==> src/rtl/uart_cmd_pkg.sv <==
package uart_cmd_pkg;

    localparam int CMD_W      = 5;
    localparam int NUM_PULSES = 12;

    typedef enum logic [CMD_W-1:0] {
        C_NOP        = 5'h00,
        C_RSV_A      = 5'h01,
        C_RX_RST     = 5'h02,
        C_TX_RST     = 5'h03,
        C_ERR_CLR    = 5'h04,
        C_BRKCHG_CLR = 5'h05,
        C_BRK_START  = 5'h06,
        C_BRK_STOP   = 5'h07,
        C_RTS_ON     = 5'h08,
        C_RTS_OFF    = 5'h09,
        C_TMO_ON     = 5'h0A,
        C_MRP_RST    = 5'h0B,
        C_TMO_OFF    = 5'h0C,
        C_ACC_ON     = 5'h0D,
        C_PWR_ON     = 5'h0E,
        C_PWR_OFF    = 5'h0F,
        C_XON        = 5'h10,
        C_XOFF       = 5'h11,
        C_CT_START   = 5'h12,
        C_CT_STOP    = 5'h13,
        C_RSV_B      = 5'h14,
        C_RSV_C      = 5'h15,
        C_TX_RESUME  = 5'h16
    } cmd_code_e;

    // Positions in the pulse vector
    localparam int P_RX_RST     = 0;
    localparam int P_TX_RST     = 1;
    localparam int P_ERR_CLR    = 2;
    localparam int P_BRKCHG_CLR = 3;
    localparam int P_BRK_START  = 4;
    localparam int P_BRK_STOP   = 5;
    localparam int P_MRP_RST    = 6;
    localparam int P_XON        = 7;
    localparam int P_XOFF       = 8;
    localparam int P_TX_RESUME  = 9;
    localparam int P_CT_START   = 10;
    localparam int P_CT_STOP    = 11;

    typedef enum logic { RTS_NEGATED, RTS_ASSERTED } rts_state_e;
    typedef enum logic { TMO_OFF, TMO_ON } tmo_state_e;
    typedef enum logic { ACC_AT_READ, ACC_AT_ENTRY } acc_state_e;
    typedef enum logic { PWR_RUN, PWR_DOWN } pwr_state_e;

    // Command code that fires each pulse position
    function automatic logic [CMD_W-1:0] pulse_code(input int idx);
        logic [CMD_W-1:0] c;
        case (idx)
            P_RX_RST:     c = C_RX_RST;
            P_TX_RST:     c = C_TX_RST;
            P_ERR_CLR:    c = C_ERR_CLR;
            P_BRKCHG_CLR: c = C_BRKCHG_CLR;
            P_BRK_START:  c = C_BRK_START;
            P_BRK_STOP:   c = C_BRK_STOP;
            P_MRP_RST:    c = C_MRP_RST;
            P_XON:        c = C_XON;
            P_XOFF:       c = C_XOFF;
            P_TX_RESUME:  c = C_TX_RESUME;
            P_CT_START:   c = C_CT_START;
            default:      c = C_CT_STOP;
        endcase
        return c;
    endfunction

endpackage

==> src/rtl/cmd_enable_ctl.sv <==
module cmd_enable_ctl (
    input  logic clk,
    input  logic rst_n,
    input  logic wr_en,
    input  logic lock_bit,
    input  logic tx_bit,
    input  logic rx_bit,
    output logic tx_en,
    output logic rx_en
);

    logic load;
    assign load = wr_en && lock_bit;

    always_ff @(posedge clk or negedge rst_n) begin
        if (!rst_n) begin
            tx_en <= 1'b0;
            rx_en <= 1'b0;
        end else if (load) begin
            tx_en <= tx_bit;
            rx_en <= rx_bit;
        end
    end

    p_lock_hold_r1: assert property (@(posedge clk) disable iff (!rst_n)
        (wr_en && !lock_bit) |=> ($stable(tx_en) && $stable(rx_en)));

    p_lock_load_r2: assert property (@(posedge clk) disable iff (!rst_n)
        (wr_en && lock_bit) |=> (tx_en == $past(tx_bit) && rx_en == $past(rx_bit)));

    p_idle_hold_r11: assert property (@(posedge clk) disable iff (!rst_n)
        !wr_en |=> ($stable(tx_en) && $stable(rx_en)));

endmodule

==> src/rtl/cmd_pulse_gen.sv <==
module cmd_pulse_gen
    import uart_cmd_pkg::*;
#(
    parameter int N_PULSE = NUM_PULSES
) (
    input  logic               clk,
    input  logic               rst_n,
    input  logic               wr_en,
    input  logic [CMD_W-1:0]   code,
    output logic [N_PULSE-1:0] pulse
);

    logic [N_PULSE-1:0] hit;

    for (genvar i = 0; i < N_PULSE; i++) begin : g_pulse
        assign hit[i] = wr_en && (code == pulse_code(i));

        always_ff @(posedge clk or negedge rst_n) begin
            if (!rst_n) begin
                pulse[i] <= 1'b0;
            end else begin
                pulse[i] <= hit[i];
            end
        end
    end

    logic reserved_code;
    assign reserved_code = (code == C_NOP) || (code == C_RSV_A) ||
                           (code == C_RSV_B) || (code == C_RSV_C) ||
                           (code > C_TX_RESUME);

    p_reserved_silent_r4: assert property (@(posedge clk) disable iff (!rst_n)
        (wr_en && reserved_code) |=> (pulse == '0));

    p_pulse_onehot_r5: assert property (@(posedge clk) disable iff (!rst_n)
        $onehot0(pulse));

    p_no_write_no_pulse_r11: assert property (@(posedge clk) disable iff (!rst_n)
        !wr_en |=> (pulse == '0));

    p_ct_start_fires_r3: assert property (@(posedge clk) disable iff (!rst_n)
        (wr_en && code == C_CT_START) |=> pulse[P_CT_START]);

endmodule

==> src/rtl/cmd_mode_ctl.sv <==
module cmd_mode_ctl
    import uart_cmd_pkg::*;
(
    input  logic             clk,
    input  logic             rst_n,
    input  logic             wr_en,
    input  logic [CMD_W-1:0] code,
    output logic             rts_n,
    output logic             tmo_mode,
    output logic             accum_mode,
    output logic             pwr_down
);

    rts_state_e rts_q, rts_d;
    tmo_state_e tmo_q, tmo_d;
    acc_state_e acc_q, acc_d;
    pwr_state_e pwr_q, pwr_d;

    logic rts_on, rts_off, tmo_on, tmo_off, acc_on, pwr_enter, pwr_leave;

    assign rts_on    = wr_en && (code == C_RTS_ON);
    assign rts_off   = wr_en && (code == C_RTS_OFF);
    assign tmo_on    = wr_en && (code == C_TMO_ON);
    assign tmo_off   = wr_en && (code == C_TMO_OFF);
    assign acc_on    = wr_en && (code == C_ACC_ON);
    assign pwr_enter = wr_en && (code == C_PWR_ON);
    assign pwr_leave = wr_en && (code == C_PWR_OFF);

    // Next-state logic
    always_comb begin
        rts_d = rts_q;
        unique case (rts_q)
            RTS_NEGATED:  if (rts_on)  rts_d = RTS_ASSERTED;
            RTS_ASSERTED: if (rts_off) rts_d = RTS_NEGATED;
        endcase

        tmo_d = tmo_q;
        unique case (tmo_q)
            TMO_OFF: if (tmo_on)  tmo_d = TMO_ON;
            TMO_ON:  if (tmo_off) tmo_d = TMO_OFF;
        endcase

        acc_d = acc_q;
        unique case (acc_q)
            ACC_AT_READ:  if (acc_on) acc_d = ACC_AT_ENTRY;
            ACC_AT_ENTRY: acc_d = ACC_AT_ENTRY;
        endcase

        pwr_d = pwr_q;
        unique case (pwr_q)
            PWR_RUN:  if (pwr_enter) pwr_d = PWR_DOWN;
            PWR_DOWN: if (pwr_leave) pwr_d = PWR_RUN;
        endcase
    end

    // State register
    always_ff @(posedge clk or negedge rst_n) begin
        if (!rst_n) begin
            rts_q <= RTS_NEGATED;
            tmo_q <= TMO_OFF;
            acc_q <= ACC_AT_READ;
            pwr_q <= PWR_RUN;
        end else begin
            rts_q <= rts_d;
            tmo_q <= tmo_d;
            acc_q <= acc_d;
            pwr_q <= pwr_d;
        end
    end

    // Outputs
    always_comb begin
        unique case (rts_q)
            RTS_NEGATED:  rts_n = 1'b1;
            RTS_ASSERTED: rts_n = 1'b0;
        endcase
        unique case (tmo_q)
            TMO_OFF: tmo_mode = 1'b0;
            TMO_ON:  tmo_mode = 1'b1;
        endcase
        unique case (acc_q)
            ACC_AT_READ:  accum_mode = 1'b0;
            ACC_AT_ENTRY: accum_mode = 1'b1;
        endcase
        unique case (pwr_q)
            PWR_RUN:  pwr_down = 1'b0;
            PWR_DOWN: pwr_down = 1'b1;
        endcase
    end

    p_rts_low_r6: assert property (@(posedge clk) disable iff (!rst_n)
        rts_on |=> !rts_n);

    p_rts_high_r6: assert property (@(posedge clk) disable iff (!rst_n)
        rts_off |=> rts_n);

    p_tmo_on_r7: assert property (@(posedge clk) disable iff (!rst_n)
        tmo_on |=> tmo_mode);

    p_tmo_off_r7: assert property (@(posedge clk) disable iff (!rst_n)
        tmo_off |=> !tmo_mode);

    p_accum_sticky_r8: assert property (@(posedge clk) disable iff (!rst_n)
        accum_mode |=> accum_mode);

    p_pwr_enter_r9: assert property (@(posedge clk) disable iff (!rst_n)
        pwr_enter |=> pwr_down);

    p_pwr_leave_r9: assert property (@(posedge clk) disable iff (!rst_n)
        pwr_leave |=> !pwr_down);

    p_levels_idle_r11: assert property (@(posedge clk) disable iff (!rst_n)
        !wr_en |=> ($stable(rts_n) && $stable(tmo_mode) &&
                    $stable(accum_mode) && $stable(pwr_down)));

endmodule

==> src/rtl/uart_cmd_decoder.sv <==
module uart_cmd_decoder
    import uart_cmd_pkg::*;
#(
    parameter int DATA_W = 8
) (
    input  logic              clk,
    input  logic              rst_n,
    input  logic              wr_en,
    input  logic [DATA_W-1:0] wr_data,
    output logic              tx_en,
    output logic              rx_en,
    output logic              rx_reset,
    output logic              tx_reset,
    output logic              err_clear,
    output logic              brk_chg_clear,
    output logic              brk_start,
    output logic              brk_stop,
    output logic              mrptr_reset,
    output logic              xon_req,
    output logic              xoff_req,
    output logic              tx_resume,
    output logic              ct_start,
    output logic              ct_stop,
    output logic              rts_n,
    output logic              tmo_mode,
    output logic              accum_mode,
    output logic              pwr_down
);

    localparam int LOCK_POS = DATA_W - 1;
    localparam int TXEN_POS = DATA_W - 2;
    localparam int RXEN_POS = DATA_W - 3;

    logic [CMD_W-1:0]      code;
    logic [NUM_PULSES-1:0] pulse;

    assign code = wr_data[CMD_W-1:0];

    cmd_enable_ctl u_enable (
        .clk      (clk),
        .rst_n    (rst_n),
        .wr_en    (wr_en),
        .lock_bit (wr_data[LOCK_POS]),
        .tx_bit   (wr_data[TXEN_POS]),
        .rx_bit   (wr_data[RXEN_POS]),
        .tx_en    (tx_en),
        .rx_en    (rx_en)
    );

    cmd_pulse_gen #(.N_PULSE(NUM_PULSES)) u_pulse (
        .clk   (clk),
        .rst_n (rst_n),
        .wr_en (wr_en),
        .code  (code),
        .pulse (pulse)
    );

    cmd_mode_ctl u_mode (
        .clk        (clk),
        .rst_n      (rst_n),
        .wr_en      (wr_en),
        .code       (code),
        .rts_n      (rts_n),
        .tmo_mode   (tmo_mode),
        .accum_mode (accum_mode),
        .pwr_down   (pwr_down)
    );

    assign rx_reset      = pulse[P_RX_RST];
    assign tx_reset      = pulse[P_TX_RST];
    assign err_clear     = pulse[P_ERR_CLR];
    assign brk_chg_clear = pulse[P_BRKCHG_CLR];
    assign brk_start     = pulse[P_BRK_START];
    assign brk_stop      = pulse[P_BRK_STOP];
    assign mrptr_reset   = pulse[P_MRP_RST];
    assign xon_req       = pulse[P_XON];
    assign xoff_req      = pulse[P_XOFF];
    assign tx_resume     = pulse[P_TX_RESUME];
    assign ct_start      = pulse[P_CT_START];
    assign ct_stop       = pulse[P_CT_STOP];

    always @(posedge clk) begin
        if (!rst_n) begin
            a_reset_quiet_r10: assert (!tx_en && !rx_en && rts_n && !tmo_mode &&
                                       !accum_mode && !pwr_down && pulse == '0);
        end
    end

    p_single_cycle_r5: assert property (@(posedge clk) disable iff (!rst_n)
        (rx_reset && !$past(wr_en)) |-> 1'b0);

endmodule

==> config.mk <==
export PLATFORM = sky130hd
export DESIGN_NAME = uart_cmd_decoder
export DESIGN_NICKNAME = d
export VERILOG_FILES = /design/src/rtl/uart_cmd_pkg.sv /design/src/rtl/cmd_enable_ctl.sv /design/src/rtl/cmd_pulse_gen.sv /design/src/rtl/cmd_mode_ctl.sv /design/src/rtl/uart_cmd_decoder.sv
export SDC_FILE = /design/constraint.sdc
export NUM_CORES = 1
export LEC_CHECK = 0
export CAP_MARGIN = 20
export CORE_MARGIN = 3
export CORE_UTILIZATION = 36
export DETAILED_ROUTE_END_ITERATION = 10
export HOLD_SLACK_MARGIN = 0.03
export PLACE_DENSITY = 0.72
export SYNTH_ARGS = -nofsm -noshare
export SYNTH_HDL_FRONTEND = slang
export SYNTH_SLANG_ARGS = --single-unit
export TNS_END_PERCENT = 10
==> constraint.sdc <==
create_clock -name clk -period 0.8 [get_ports clk]
set_clock_uncertainty 0.1 [all_clocks]
set_input_delay 0.24 -clock clk [delete_from_list [all_inputs] [get_ports clk]]
set_output_delay 0.24 -clock clk [all_outputs]
set_load 0.05 [all_outputs]
==> reports/summary.txt, run 1 <==
Status = finished with violations
Failing checks = setup timing
Final instance area = 1370 µm²
Crit path DAT = 910 ps
Antenna violations before repair = 0
Total routed wirelength = 1770 µm
CTS sink count = 18
Placer Congestion = 0.775
Largest net degree at the start of global routing = 11
Grt ovf = 0
Leakage power = 0.623 nW
Reg2reg start = u_mode.tmo_q
Met2 wire length = 989 µm
Gate Count Post-Synth = 58
Max-slew violations = 0
Clock transition at path regs = 100 ps
Fin crit period = 1250 ps
Number of synthesized flops with an enable pin = 0
Reg2Reg Depth = 3
Detailed placer's ending HPWL = 1330 µm
Top Layer Used = met4
Synthesized area = 682 µm²
DR vias = 598
# DRC = 0
Cell taking the most area after synthesis = dfrtp_1
Asr flop ratio synth = 100%
WP data required = 460 ps
Max incr delay on CP = 400 ps
Slew @ Worst Pin = 215 ps
N_diodes = 0
Synth Area in Compound Gates = 7.34%
DRT antenna net count = 0
Rows = 15
Count leader, synth = dfrtp_1
Worst hold path class = input pin to async pin
Worst reg2reg setup slack = -120 ps
DIE HEIGHT = 49.5 µm
Final Hold Fails = 0
CP Capture Type = output port
Worst VDD drop = 0.00120 V
Initial DRC count = 5
Critical-path cell list = inv_2 -> buf_12
Synth Area in Adders = 0%
Largest family of logic cells by synthesized area = simple AND/OR/NAND/NOR gates
Post-DP Area = 1270 µm²
CTS tree = done
Yosys reg bits = 18
Register area share after synthesis = 66.1%
R2r endpoint = u_mode.tmo_q
Fmax = 803 MHz
Port bufs = 28
Kind of critical path = flip-flop to output port
Initial Util = 38.7%
Avg Cell Area, Syn = 11.8 µm²
Worst Path Buf+Inv = 2
I/O pin count = 29
Total Nets Final = 115
Maximum buffer depth of the clock tree = 2
RSZ-0062 raised after global routing = yes
TritonCTS buffer count = 3
GRT Total Usage = 17.7%
Crit path max fanout = 2
Pwr/cell area = 1760 nW/µm²
Xor and xnor fraction of the mapped netlist area = 0%
Detailed Routing Iterations Pass 1 = 3
Syn Nets = 69
Core Footprint = 1760 µm²
Post-synthesis simple-gate area fraction = 22.8%
Post-synth top area share = 66.1%
Fill cells = 111
Syn-to-layout area delta = 101%
H-tree levels = 1
DRT met1 WL = 633 µm
Clock latency on the worst-skew pair = 300 ps
Max_slew headroom = 85.5%
Die Wd = 49.5 µm
Final setup vio count = 29
WL per Instance = 13.8 µm
MaxCap Viol Count = 0
Clk root buf = clkbuf_4
Main synth FF type = dfrtp_1
Unique masters post-synth = 19
Vias in the first global route = 676
Post-synth top cells = dfrtp_1, nor2_1, nand2_1
Layout cells sized above 1 = 56.3%
YS warnings = 0
Full die area = 2450 µm²
Startpoint Class = flip-flop
Mux contribution to synthesized area = 3.30%
Final setup margin = -446 ps
Tcrit/Tclk final = 156%
Slowest CP cell = dfrtp_1
First-pass GRT wire length = 3080 µm
CP delay by family, top = flip-flops
Vias per cell = 4.67
Hold slack = 152 ps
Synth area leaders = dfrtp_1, nor2_1, nand2_1
Routed wl met3 = 82 µm
-- state kept, by name, summed over array words and instances, names as in the netlist --
register	count
u_mode.rts_q	1
u_mode.pwr_q	1
u_mode.acc_q	1
u_enable.rx_en	1
u_pulse.pulse	12
u_mode.tmo_q	1
u_enable.tx_en	1
-- cell families (layout without fill, tap and decap cells) --
kind of cell    Yosys count  in the layout
simple gates             30             30
flops                    18             18
compound gates            7              7
mux                       2              2
buf+inv                   1             46
-- where the power goes --
group          switching (mW)  leakage (nW)  internal [mW]
logic                   0.395         0.364          0.414
clock network           0.287        0.0210          0.278
registers              0.0649         0.239          0.975
-- layout make-up --
class	count	area, µm²	share of cell area [%]
clock buffer	4	36.3	2.64
inverter	1	3.75	0.273
multi-input combinational	39	287	20.9
sequential	18	452	32.9
tap	25	31.3	2.28
timing repair buffer	41	564	41.1
-- routing by layer --
metal  global-route usage [%]  vias to the layer above
li1                         -                      289
met1                     17.5                      281
met2                     31.3                       21
met3                     4.53                        7
met4                     12.9                        0
met5                        0                        -
-- per-stage QoR --
step	setup TNS [ps]	utilization, %	std cells	total power [mW]	setup slack [ps]
6_report	-7930	77.9	128	2.41	-446
5_1_grt	-8800	77.9	128	2.52	-482
4_1_cts	-8480	77.2	128	2.42	-451
3_5_place_dp	-14390	72.1	123	1.82	-816
3_3_place_gp	-13210	72.1	123	1.81	-772
2_1_floorplan	-3870	-	58	1.35	-295
-- timing repair --
action / 4_1_cts / 5_1_grt
endpoints found under the setup margin: 36 / 36
hold buffers: 0 / 0
gates resized for setup: 36 / 7
pin swaps: 5 / 3
buffers inserted: 1 / 0
-- worst max path at each step --
stage	cells after the start	from	to	slack, ps
4_1_cts	2	u_mode.rts_q	rts_n	-450
5_1_grt	2	u_mode.rts_q	rts_n	-480
3_3_place_gp	4	wr_en	u_mode.tmo_q	-770
3_5_place_dp	4	wr_en	u_mode.tmo_q	-820
6_report	2	u_mode.rts_q	rts_n	-450
2_1_floorplan	3	wr_data[1]	u_mode.tmo_q	-290
-- layout by cell type (no fill, tap or decap), types with 2 or more instances in the layout --
master / count
clkdlybuf4s15_2: 3
buf_12: 18
buf_4: 8
dfrtp_1: 17
nand2_2: 3
clkdlybuf4s50_1: 3
nand2_1: 6
nor2_1: 6
nor2_2: 3
buf_6: 5
and2_1: 2
mux2_4: 2
o21ai_1: 3
o31ai_1: 2
clkbuf_4: 3
buf_2: 3
Note: power is estimated with default switching activity, not from simulation.
==> run 2: changes to the inputs <==
Settings changed: CORE_ASPECT_RATIO set to 1.75, CORE_UTILIZATION 36 to 30, PLACE_DENSITY 0.72 to unset.
==> run 2 against run 1 <==
The run still ends with setup timing left. Hold slack got worse by 65 ps. Sequential power about the same. Worst setup slack got worse by 2.4 ps. Critical path depth shrank 1. Global-route usage is 5.3 points lower. First-iteration DRC count increased by 80%. Wire length down 4.5%. Largest cell class unchanged.
==> reports/summary.txt, run 2 (synthesis gave the netlist of run 1 again) <==
Largest net degree at the start of global routing = 19
H-tree levels = 1
Crit. path cell count = 1
Combinational Power Share = 33.8%
Leakage power = 0.629 nW
Port bufs = 28
Dpl cells = 120
Clk root buf = clkbuf_4
Pwr/cell area = 1730 nW/µm²
Worst hold path class = input pin to flip-flop
MaxCap Viol Count = 0
Vias per cell = 4.81
Max-slew violations = 0
First-pass GRT wire length = 2750 µm
CP delay by family, top = flip-flops
Setup_tns = -7650 ps
Total Nets Final = 115
Worst VDD drop = 0.00123 V
DRT antenna net count = 0
Slew @ Worst Pin = 191 ps
CP Capture Type = output port
Fmax = 801 MHz
Placer Congestion = 0.838
Failing checks = setup timing
Syn-to-layout area delta = 105%
Clock transition at path regs = 100 ps
Final Non-Filler Cells = 127
Most frequent cells in the layout = buf_12, dfrtp_1, nor2_1, buf_6, buf_4
Initial DRC count = 9
Final Hold Fails = 0
Crit path DAT = 910 ps
Antenna violations before repair = 0
Startpoint Class = flip-flop
Reg2reg start = u_mode.tmo_q
N_diodes = 0
Detailed placer's ending HPWL = 1240 µm
Commonest non-fill, non-tap cell in the layout = buf_12
Final setup margin = -448 ps
Largest Register = u_pulse.pulse
CTS tree = done
WP data required = 460 ps
TritonCTS buffer count = 3
Max_slew headroom = 87.2%
Worst Path Buf+Inv = 1
Die Wd = 42.0 µm
GRT Total Usage = 12.4%
Full die area = 2900 µm²
Sw Pwr = 0.733 mW
Core Footprint = 2120 µm²
Critical-path cell list = buf_12
Fin crit period = 1250 ps
Clock network power share = 22.8%
Maximum buffer depth of the clock tree = 2
R2r endpoint = u_mode.tmo_q
Sequential share of power = 43.4%
CTS sink count = 18
Status = finished with violations
I/O pin count = 29
Crit path capture = tmo_mode
Final Util = 65.8%
Detailed Routing Iterations Pass 1 = 2
Slowest CP cell = dfrtp_1
WL per Instance = 13.3 µm
Final setup vio count = 23
Total routed wirelength = 1690 µm
Tcrit/Tclk final = 156%
Max incr delay on CP = 440 ps
Largest register FFs = 12
Grt ovf = 0
Rows = 22
Pre-CTS setup slack = -834 ps
Crit path max fanout = 2
CP startpoint = u_mode.tmo_q
RSZ-0062 raised after global routing = yes
Vias in the first global route = 656
Sw frac = 30.4%
Clock latency on the worst-skew pair = 290 ps
Int Power = 1.67 mW
Reg2Reg Depth = 3
Layout cells sized above 1 = 54.4%
Initial Util = 32.2%
DIE HEIGHT = 69.1 µm
Worst reg2reg setup slack = -140 ps
DR vias = 611
Kind of critical path = flip-flop to output port
# DRC = 0
run 2: cell counts in the layout (fill, tap and decap cells not counted):
No cell type changed its count.
run 2: final cells by class:
class / instances / area [µm²]
Multi-Input combinational cell: 39 / 278
Timing Repair Buffer: 41 / 596
Tap cell: 24 / 30.0
Inverter: 1 / 3.75
Sequential cell: 18 / 452
Fill cell: 154 / 724
Clock buffer: 4 / 36.3
run 2: through the flow:
stage	area [µm²]	hold WS [ps]	power [mW]
6_report	1400	86.8	2.41
5_1_grt	1400	91.8	2.49
4_1_cts	1360	78.7	2.39
3_5_place_dp	1270	424	1.82
3_3_place_gp	1270	395	1.81
2_1_floorplan	689	-156	1.35
run 2: worst register-to-register path, stage by stage (launching register included):
cell and delay, ps:
dfrtp_1 440, buf_4 160, o31ai_2 40, o21ai_1 90
run 2: how the worst min path moves through the flow:
stage / from / to / slack (ps) / cells after the start
2_1_floorplan: rst_n / u_enable.rx_en / -160 / 0
3_3_place_gp: u_mode.rts_q / u_mode.rts_q / 400 / 2
3_5_place_dp: u_mode.rts_q / u_mode.rts_q / 420 / 2
4_1_cts: wr_data[4] / u_pulse.pulse[9] / 80 / 3
5_1_grt: wr_data[4] / u_pulse.pulse[9] / 90 / 3
6_report: wr_data[4] / u_pulse.pulse[9] / 90 / 3
run 2: repair_timing:
item	4_1_cts	5_1_grt
gates resized for setup	38	6
setup buffers	2	1
cloned	0	0
pin swaps	6	2
hold buffers	0	0
setup endpoints to repair	36	33
run 2: power by group through the flow:
stage | clock [mW] | sequential [mW] | combinational [mW]
final | 0.549 | 1.04 | 0.814
after global routing | 0.588 | 1.05 | 0.853
after CTS | 0.553 | 1.05 | 0.788
after detailed placement | 0 | 1.06 | 0.760
after global placement | 0 | 1.06 | 0.752
after floorplan | 0 | 1.22 | 0.139
run 2: layer usage:
layer	global-route usage [%]	wire [µm]
met5	0	0
met2	22.8	986
met3	2.61	96
met4	8.30	45
met1	11.6	563
==> run 3: changes to the inputs <==
--- a/constraint.sdc
+++ b/constraint.sdc
@@ -4,2 +4,2 @@
 set_output_delay 0.24 -clock clk [all_outputs]
-set_load 0.05 [all_outputs]
+set_load 0.005 [all_outputs]
==> run 3 against run 2 <==
The flow still finishes with violations (setup timing). Clock power fell by 20%. Count of clock-buffer cells in the layout is 1 lower. Global-route usage decreased by 0.42 points. Critical path type unchanged. Power fell by 25%. Final cell count decreased by 2.4%. Design area shrank 24%. Highest routed layer unchanged. Wire length down 7.1%. Register-to-register slack improved by 40 ps.
==> reports/summary.txt, run 3 (synthesis gave the netlist of run 1 again) <==
Antenna violations before repair = 0
Slowest CP cell = dfrtp_1
Tcrit/Tclk final = 147%
TritonCTS buffer count = 3
Reg2Reg Depth = 3
Status = finished with violations
Total routed wirelength = 1570 µm
Final Hold Fails = 0
CTS sink count = 18
Critical-path cell list = buf_2
H-tree levels = 1
Vias per cell = 4.71
Clock transition at path regs = 90 ps
Port bufs = 28
Final setup vio count = 26
Crit path max fanout = 2
N_diodes = 0
Vias in the first global route = 620
Leakage power = 0.538 nW
GRT Total Usage = 12.0%
# DRC = 0
MaxCap Viol Count = 0
WP data required = 460 ps
R2r endpoint = u_mode.tmo_q
WL per Instance = 12.7 µm
Grt ovf = 0
Reg2reg start = u_mode.tmo_q
Layout cells sized above 1 = 52.0%
Post-CTS Setup Bufs = 0
Worst VDD drop = 0.00102 V
Pre-CTS setup slack = -792 ps
Most frequent cells in the layout = buf_2, dfrtp_1, nand2_1
Kind of critical path = flip-flop to output port
Total Nets Final = 113
CTS Hold Buffers Added = 0
Startpoint Class = flip-flop
DIE HEIGHT = 69.1 µm
Fin crit period = 1180 ps
Initial Util = 32.2%
Maximum buffer depth of the clock tree = 2
Rows = 22
I/O pin count = 29
CP delay by family, top = flip-flops
First-pass GRT wire length = 2680 µm
Failing checks = setup timing
Final setup margin = -377 ps
RSZ-0062 raised after global routing = yes
Core Footprint = 2120 µm²
Fill cells = 202
CP Capture Type = output port
Placer Congestion = 0.828
Commonest non-fill, non-tap cell in the layout = buf_2
Largest net degree at the start of global routing = 19
Slew @ Worst Pin = 190 ps
Worst hold path class = input pin to async pin
Detailed Routing Iterations Pass 1 = 4
Pwr/cell area = 1690 nW/µm²
Final total power = 1.80 mW
Crit path DAT = 840 ps
Syn-to-layout area delta = 56.0%
Largest register FFs = 12
Max incr delay on CP = 410 ps
Max-slew violations = 0
Die Wd = 42.0 µm
Largest Register = u_pulse.pulse
DR vias = 584
CTS tree = done
Initial DRC count = 9
Worst Path Buf+Inv = 1
Fmax = 849 MHz
DRT antenna net count = 0
Max_slew headroom = 87.2%
Clock latency on the worst-skew pair = 290 ps
Full die area = 2900 µm²
Detailed placer's ending HPWL = 1200 µm
Clk root buf = clkbuf_4
Worst reg2reg setup slack = -100 ps
-- run 3: through the flow --
| stage | instances | TNS [ps] | area (µm²) | hold slack (ps) | utilization [%] |
|---|---|---|---|---|---|
| after detailed placement | 121 | -18670 | 1090 | 382 | 51.4 |
| final | 124 | -6550 | 1060 | 174 | 50.2 |
| after CTS | 124 | -6910 | 1040 | 179 | 49.1 |
| after global placement | 121 | -18620 | 1090 | 368 | 51.4 |
| after global routing | 124 | -7410 | 1060 | 185 | 50.2 |
| after floorplan | 58 | -859 | 684 | -156 | - |
-- run 3: layout make-up --
class / count / area (µm²) / share of cell area [%]
Timing Repair Buffer: 39 / 280 / 26.4
Clock buffer: 3 / 22.5 / 2.12
Tap cell: 24 / 30.0 / 2.82
Sequential cell: 18 / 450 / 42.4
Inverter: 1 / 3.75 / 0.353
Multi-Input combinational cell: 39 / 277 / 26.0
-- run 3: worst max-delay path by stage --
stage / from / end / slack, ps / cells after the start
after floorplan: wr_data[1] / u_mode.tmo_q / -290 / 3
after global placement: wr_en / u_mode.tmo_q / -790 / 4
after detailed placement: wr_en / u_mode.tmo_q / -790 / 4
after CTS: u_mode.tmo_q / tmo_mode / -380 / 1
after global routing: u_mode.tmo_q / tmo_mode / -410 / 1
final: u_mode.tmo_q / tmo_mode / -380 / 1
-- run 3: report_power, final --
group	internal [mW]	switching [mW]	total, mW	leakage (nW)
clock	0.176	0.263	0.438	0.0138
sequential	0.973	0.0320	1.00	0.240
combinational	0.203	0.155	0.358	0.285
total	1.35	0.449	1.80	0.538
-- run 3: routing by layer --
layer | wire [µm] | vias to the layer above | global-route usage [%]
li1 | - | 279 | -
met1 | 577 | 275 | 12.6
met2 | 836 | 25 | 20.7
met3 | 110 | 5 | 2.87
met4 | 47 | 0 | 7.27
met5 | 0 | - | 0
-- run 3: timing repair --
| action | in CTS | in global routing |
|---|---|---|
| gates resized for setup | 97 | 12 |
| pin swaps | 3 | 4 |
| endpoints found under the setup margin | 36 | 35 |
